--- src/rtl/fcls_alu_pkg.sv ---
package fcls_alu_pkg;

  typedef enum logic [1:0] {
    CLS_UPPER   = 2'b00,
    CLS_SETLESS = 2'b01,
    CLS_ARITH   = 2'b10,
    CLS_LOGIC   = 2'b11
  } fcls_class_e;

  typedef enum logic [1:0] {
    LF_AND = 2'b00,
    LF_OR  = 2'b01,
    LF_XOR = 2'b10,
    LF_NOR = 2'b11
  } fcls_logic_e;

endpackage

--- src/rtl/fcls_addsub.sv ---
module fcls_addsub #(
  parameter int W = 32
) (
  input  logic [W-1:0] a,
  input  logic [W-1:0] b,
  input  logic         sub,
  output logic [W-1:0] sum,
  output logic         sovf,
  output logic         less
);
  localparam int MSB = W - 1;

  logic [W-1:0] b_eff;

  always_comb begin
    b_eff = sub ? ~b : b;
    sum   = a + b_eff + {{(W-1){1'b0}}, sub};
    // signed overflow: like-signed inputs giving an unlike-signed sum
    sovf  = (a[MSB] == b_eff[MSB]) && (sum[MSB] != a[MSB]);
    // sign of the difference, corrected when it overflowed
    less  = sum[MSB] ^ sovf;
  end
endmodule

--- src/rtl/fcls_logic.sv ---
module fcls_logic #(
  parameter int W = 32
) (
  input  logic [W-1:0] a,
  input  logic [W-1:0] b,
  input  logic [1:0]   fn,
  output logic [W-1:0] y
);
  import fcls_alu_pkg::*;

  always_comb begin
    unique case (fcls_logic_e'(fn))
      LF_AND:  y = a & b;
      LF_OR:   y = a | b;
      LF_XOR:  y = a ^ b;
      default: y = ~(a | b);
    endcase
  end
endmodule

--- src/rtl/fcls_select.sv ---
module fcls_select #(
  parameter int W = 32
) (
  input  logic [1:0]   cls,
  input  logic [W-1:0] b,
  input  logic [W-1:0] arith,
  input  logic         arith_ovf,
  input  logic         less,
  input  logic [W-1:0] logic_y,
  output logic [W-1:0] res,
  output logic         ovf
);
  import fcls_alu_pkg::*;

  localparam int HALF = W / 2;

  always_comb begin
    ovf = 1'b0;
    unique case (fcls_class_e'(cls))
      CLS_UPPER:   res = {b[HALF-1:0], {(W-HALF){1'b0}}};
      CLS_SETLESS: res = {{(W-1){1'b0}}, less};
      CLS_ARITH: begin
        res = arith;
        ovf = arith_ovf;
      end
      default:     res = logic_y;
    endcase
  end
endmodule

--- src/rtl/fcls_alu.sv ---
module fcls_alu #(
  parameter int W = 32
) (
  input  logic         clk,
  input  logic         rst_n,
  input  logic         in_valid,
  output logic         in_ready,
  input  logic [W-1:0] opa,
  input  logic [W-1:0] opb,
  input  logic         sub_sel,
  input  logic [1:0]   logic_sel,
  input  logic [1:0]   class_sel,
  output logic         out_valid,
  input  logic         out_ready,
  output logic [W-1:0] result,
  output logic         zero,
  output logic         ovf
);
  import fcls_alu_pkg::*;

  logic [W-1:0] sum_w, logic_w, res_w;
  logic         sovf_w, less_w, ovf_w;
  logic         in_fire;
  logic [1:0]   cls_q;

  fcls_addsub #(.W(W)) u_addsub (
    .a(opa), .b(opb), .sub(sub_sel),
    .sum(sum_w), .sovf(sovf_w), .less(less_w)
  );

  fcls_logic #(.W(W)) u_logic (
    .a(opa), .b(opb), .fn(logic_sel), .y(logic_w)
  );

  fcls_select #(.W(W)) u_select (
    .cls(class_sel), .b(opb), .arith(sum_w), .arith_ovf(sovf_w),
    .less(less_w), .logic_y(logic_w), .res(res_w), .ovf(ovf_w)
  );

  assign in_ready = !out_valid || out_ready;
  assign in_fire  = in_valid && in_ready;

  always_ff @(posedge clk) begin
    if (!rst_n) begin
      out_valid <= 1'b0;
    end else if (in_ready) begin
      out_valid <= in_valid;
    end
  end

  always_ff @(posedge clk) begin
    if (in_fire) begin
      result <= res_w;
      zero   <= (res_w == '0);
      ovf    <= ovf_w;
      cls_q  <= class_sel;
    end
  end

  // an empty output register never blocks the producer
  assert_ready_when_empty_R8: assert property (@(posedge clk) disable iff (!rst_n)
    !out_valid |-> in_ready);

  // a stalled result holds its place and value
  assert_hold_stable_R9: assert property (@(posedge clk) disable iff (!rst_n)
    (out_valid && !out_ready) |=> (out_valid && $stable(result) && $stable(zero) && $stable(ovf)));

  // overflow only for the arithmetic class
  assert_no_overflow_R3: assert property (@(posedge clk) disable iff (!rst_n)
    (out_valid && cls_q != CLS_ARITH) |-> !ovf);

  // set-less results are a single bit
  assert_setless_bit_R6: assert property (@(posedge clk) disable iff (!rst_n)
    (out_valid && cls_q == CLS_SETLESS) |-> (result[W-1:1] == '0));

  // upper-immediate results have a clear low half
  assert_upper_low_clear_R5: assert property (@(posedge clk) disable iff (!rst_n)
    (out_valid && cls_q == CLS_UPPER) |-> (result[W/2-1:0] == '0));

  // zero flag agrees with the delivered word
  assert_zero_flag_R7: assert property (@(posedge clk) disable iff (!rst_n)
    out_valid |-> (zero == (result == '0)));

  // nothing valid while held in reset
  assert_reset_empty_R10: assert property (@(posedge clk)
    !rst_n |=> !out_valid);
endmodule

--- config.mk ---
export PLATFORM = sky130hd
export DESIGN_NAME = fcls_alu
export DESIGN_NICKNAME = d
export VERILOG_FILES = /design/src/rtl/fcls_alu_pkg.sv /design/src/rtl/fcls_addsub.sv /design/src/rtl/fcls_logic.sv /design/src/rtl/fcls_select.sv /design/src/rtl/fcls_alu.sv
export SDC_FILE = /design/constraint.sdc
export NUM_CORES = 1
export LEC_CHECK = 0
export ABC_AREA = 1
export ABC_CLOCK_PERIOD_IN_PS = 5940
export CELL_PAD_IN_SITES_DETAIL_PLACEMENT = 0
export CELL_PAD_IN_SITES_GLOBAL_PLACEMENT = 1
export CORE_ASPECT_RATIO = 0.5
export CORE_UTILIZATION = 41
export DETAILED_ROUTE_END_ITERATION = 8
export PLACE_DENSITY = 0.95
export REMOVE_ABC_BUFFERS = 1
export SYNTH_ARGS = -nofsm -noshare
export SYNTH_HDL_FRONTEND = slang
export SYNTH_SLANG_ARGS = --single-unit
--- constraint.sdc ---
create_clock -name clk -period 5.94 [get_ports clk]
set_clock_uncertainty 0.1 [all_clocks]
set_input_delay 1.485 -clock clk [delete_from_list [all_inputs] [get_ports clk]]
set_output_delay 1.485 -clock clk [all_outputs]
set_load 0.005 [all_outputs]
==> impl_metrics.tcl <==
set metrics [dict create \
    status "complete, no violations" \
    cts-hold-fix-buffers 0 \
    final_common_cell "nand2_1" \
    die_h_um 89.8 \
    crit_chain "buf_2 -> buf_4 -> xor2_1 -> ha_1 -> nand2_1 -> nor2_1 -> and3_1 -> and2_1 -> nand2_1 -> nand2_1 -> nand2_1 -> nand3_1 -> nand2_1 -> nor2_2 -> nand2_1 -> nor2_1 -> nand3_1 -> nor2_1" \
    ff2ff_path_depth 1 \
    setup_viol 0 \
    cap_viol_max_count 0 \
    cts_buffers 5 \
    setup_tns_ns 0 \
    post-cts-setup-buffers 0 \
    cts_resized 0 \
    slowest_delay_ns 0.66 \
    dp_hpwl_um 17000 \
    power.density_mw_per_mm2 169 \
    place.gp.congestion 0.904 \
    drtIter0Drc 565 \
    path_depth 18 \
    detail-route-antenna-nets 0 \
    cp_max_fo 25 \
    core_region_area_mm2 0.0147 \
    slew_viol_final 0 \
    clock_latency_ns 0.29 \
    power_leakage_nw 4.16 \
    r2r_start "out_valid$_SDFFE_PN0N_" \
    clk_path_buf_depth 2 \
    synth_seq_cells 35 \
    tightestPinTransition_ns 1.18 \
    viasPerCell 5.13 \
    period_needed_ns 4.72 \
    final_cell_mix "354 x nand2_1, 205 x inv_1, 107 x clkdlybuf4s50_1" \
    reg2reg_to "result[16]$_DFFE_PP_" \
    critPathKind "primary input to flip-flop" \
    antenna_found_initial 0 \
    critical_path_arrival_ns 4.77 \
    dr.pass1.iters 5 \
    cts_root_buf "clkbuf_16" \
    area_growth_syn_to_layout_pct 23.0 \
    startpoint "sub_sel" \
    dieArea_mm2 0.0159 \
    rsz0062_at_grt "no" \
    layout.nets 1286 \
    crit_end "zero$_DFFE_PP_" \
    critPathRequiredTime_ns 5.99 \
    grt_pass1_vias 6154 \
    drive_gt1_share_pct 4.94 \
    peakVddDrop_v 0.000147 \
    max_slew_margin_pct 20.9 \
    drc 0 \
    wirelength_um 21100 \
    routedWlPerCell_um 16.1 \
    max_freq_mhz 212 \
    rrSetupSlack_ns 4.17 \
    path_buf_inv 2 \
    syn_area_per_cell_um2 6.22 \
    path_delay_family "simple AND/OR/NAND/NOR gates" \
    start_util_pct 42.9 \
    ys_types 43 \
    dr_total_vias 6737 \
    syn_inst 1015 \
    cts_tree "built" \
    ys_seq_area_share_pct 16.5 \
    antenna_cells 0 \
    hp-class "flip-flop to flip-flop" \
    critPathMostFrequentCell "nand2_1" \
    cts.htree.levels 2 \
    fillCellCount 1522 \
    cp-end-kind "flip-flop" \
    grt_start_max_net_pins 35 \
    cpMaxStageDelayCell "buf_2" \
    final_hold_viol_count 0 \
    row_count 31 \
    port_buffers 108 \
    grt_pass1_wl_um 33000 \
    hold_ws_ns 0.457 \
    clock-sinks 35 \
    yosysWarnings 0 \
    io_pins 109 \
    start_kind "primary input" \
    syn_area_mm2 0.00632 \
    grtUsageTotal_pct 26.7 \
    grt-ovfl-total 0 \
    clk_pin_slew_worst_paths_ns 0.06 \
    die_w_um 178 \
    finalCritPeriodShare_pct 79.5 \
]
## stage by stage
| stage | utilization (%) | instance area (um^2) | cells | setup slack (ns) | power [mW] |
|---|---|---|---|---|---|
| global placement | 51.6 | 7610 | 1304 | 1.09 | 0.995 |
| finish | 52.7 | 7770 | 1312 | 1.22 | 1.32 |
| global route | 52.7 | 7770 | 1312 | 1.02 | 1.41 |
| detailed placement | 51.6 | 7610 | 1304 | 1.04 | 1.01 |
| CTS | 52.7 | 7770 | 1312 | 1.31 | 1.31 |
| floorplan | - | 6220 | 994 | 2.21 | 0.737 |
## state kept, by name (all words and copies together), names as in the netlist
| register | cells |
|---|---|
| result | 32 |
| out_valid | 1 |
| zero | 1 |
| ovf | 1 |
## cells in the mapped netlist
library cell,n,area share (%)
a21boi_0,1,0.12
a21o_1,1,0.12
a21oi_1,24,1.9
a21oi_2,1,0.14
a221oi_1,8,1.1
a22oi_1,10,1.2
and2_1,3,0.30
and3_1,1,0.099
buf_1,2,0.12
buf_2,5,0.40
buf_4,2,0.24
clkbuf_1,12,0.71
clkinv_1,2,0.12
dfxtp_1,1,0.32
edfxtp_1,34,16
fa_1,1,0.32
ha_1,99,20
inv_1,205,12
inv_2,3,0.18
nand2_1,354,21
nand2_2,12,1.2
nand3_1,49,3.9
nand3_2,5,0.79
nand3b_1,1,0.12
nand3b_2,1,0.18
nand4_1,7,0.69
nor2_1,58,3.4
nor2_2,11,1.1
nor2_4,2,0.36
nor3_1,3,0.24
nor3_2,1,0.16
nor4_2,1,0.20
o2111ai_1,22,3.1
o211ai_1,2,0.24
o21a_1,1,0.12
o21ai_0,22,1.7
o21ai_1,2,0.16
o21bai_1,3,0.36
o22ai_1,5,0.50
or2_1,1,0.099
or2_2,2,0.20
xnor2_1,5,0.69
xor2_1,30,4.2
## layer usage
layer | vias to the layer above | GRT usage [%] | wire length [um]
met5 | - | 0 | 0
met4 | 0 | 3.63 | 116
met3 | 8 | 2.66 | 1840
met2 | 240 | 38.3 | 8320
met1 | 3099 | 42.8 | 10900
li1 | 3390 | - | -
## power by group
group,switching [mW],internal (mW),total (mW)
Sequential,0.00676,0.304,0.311
Combinational,0.431,0.269,0.700
Clock,0.109,0.196,0.305
## cell type report
| type | count | area [um^2] | area share, % |
|---|---|---|---|
| inverters | 210 | 788 | 10.1 |
| flip-flops and latches | 35 | 1040 | 13.4 |
| clock buffers | 5 | 125 | 1.61 |
| multi-input cells | 749 | 4420 | 56.9 |
| repair buffers | 112 | 1110 | 14.2 |
| well taps | 198 | 248 | 3.19 |
| clock inverters | 3 | 38.8 | 0.499 |
## worst min path at each step
stage                                 from                     end  slack, ns  cells after the start
floorplan           out_valid$_SDFFE_PN0N_  out_valid$_SDFFE_PN0N_       0.42                      2
global placement    out_valid$_SDFFE_PN0N_  out_valid$_SDFFE_PN0N_       0.44                      2
detailed placement  out_valid$_SDFFE_PN0N_  out_valid$_SDFFE_PN0N_       0.45                      2
CTS                 out_valid$_SDFFE_PN0N_  out_valid$_SDFFE_PN0N_       0.46                      2
global route        out_valid$_SDFFE_PN0N_  out_valid$_SDFFE_PN0N_       0.49                      2
finish              out_valid$_SDFFE_PN0N_  out_valid$_SDFFE_PN0N_       0.46                      2
## kinds of logic after synthesis
group                    Yosys count  share of synthesized area (%)
buffers and inverters            231                           13.9
XOR/XNOR                          35                           4.85
adder cells (fa/ha/maj)          100                           19.9
flip-flops                        35                           16.5
AO/OA/AOI/OAI                    102                           10.7
AND/OR/NAND/NOR                  512                           34.1
Power figures use the tool's default switching activity.
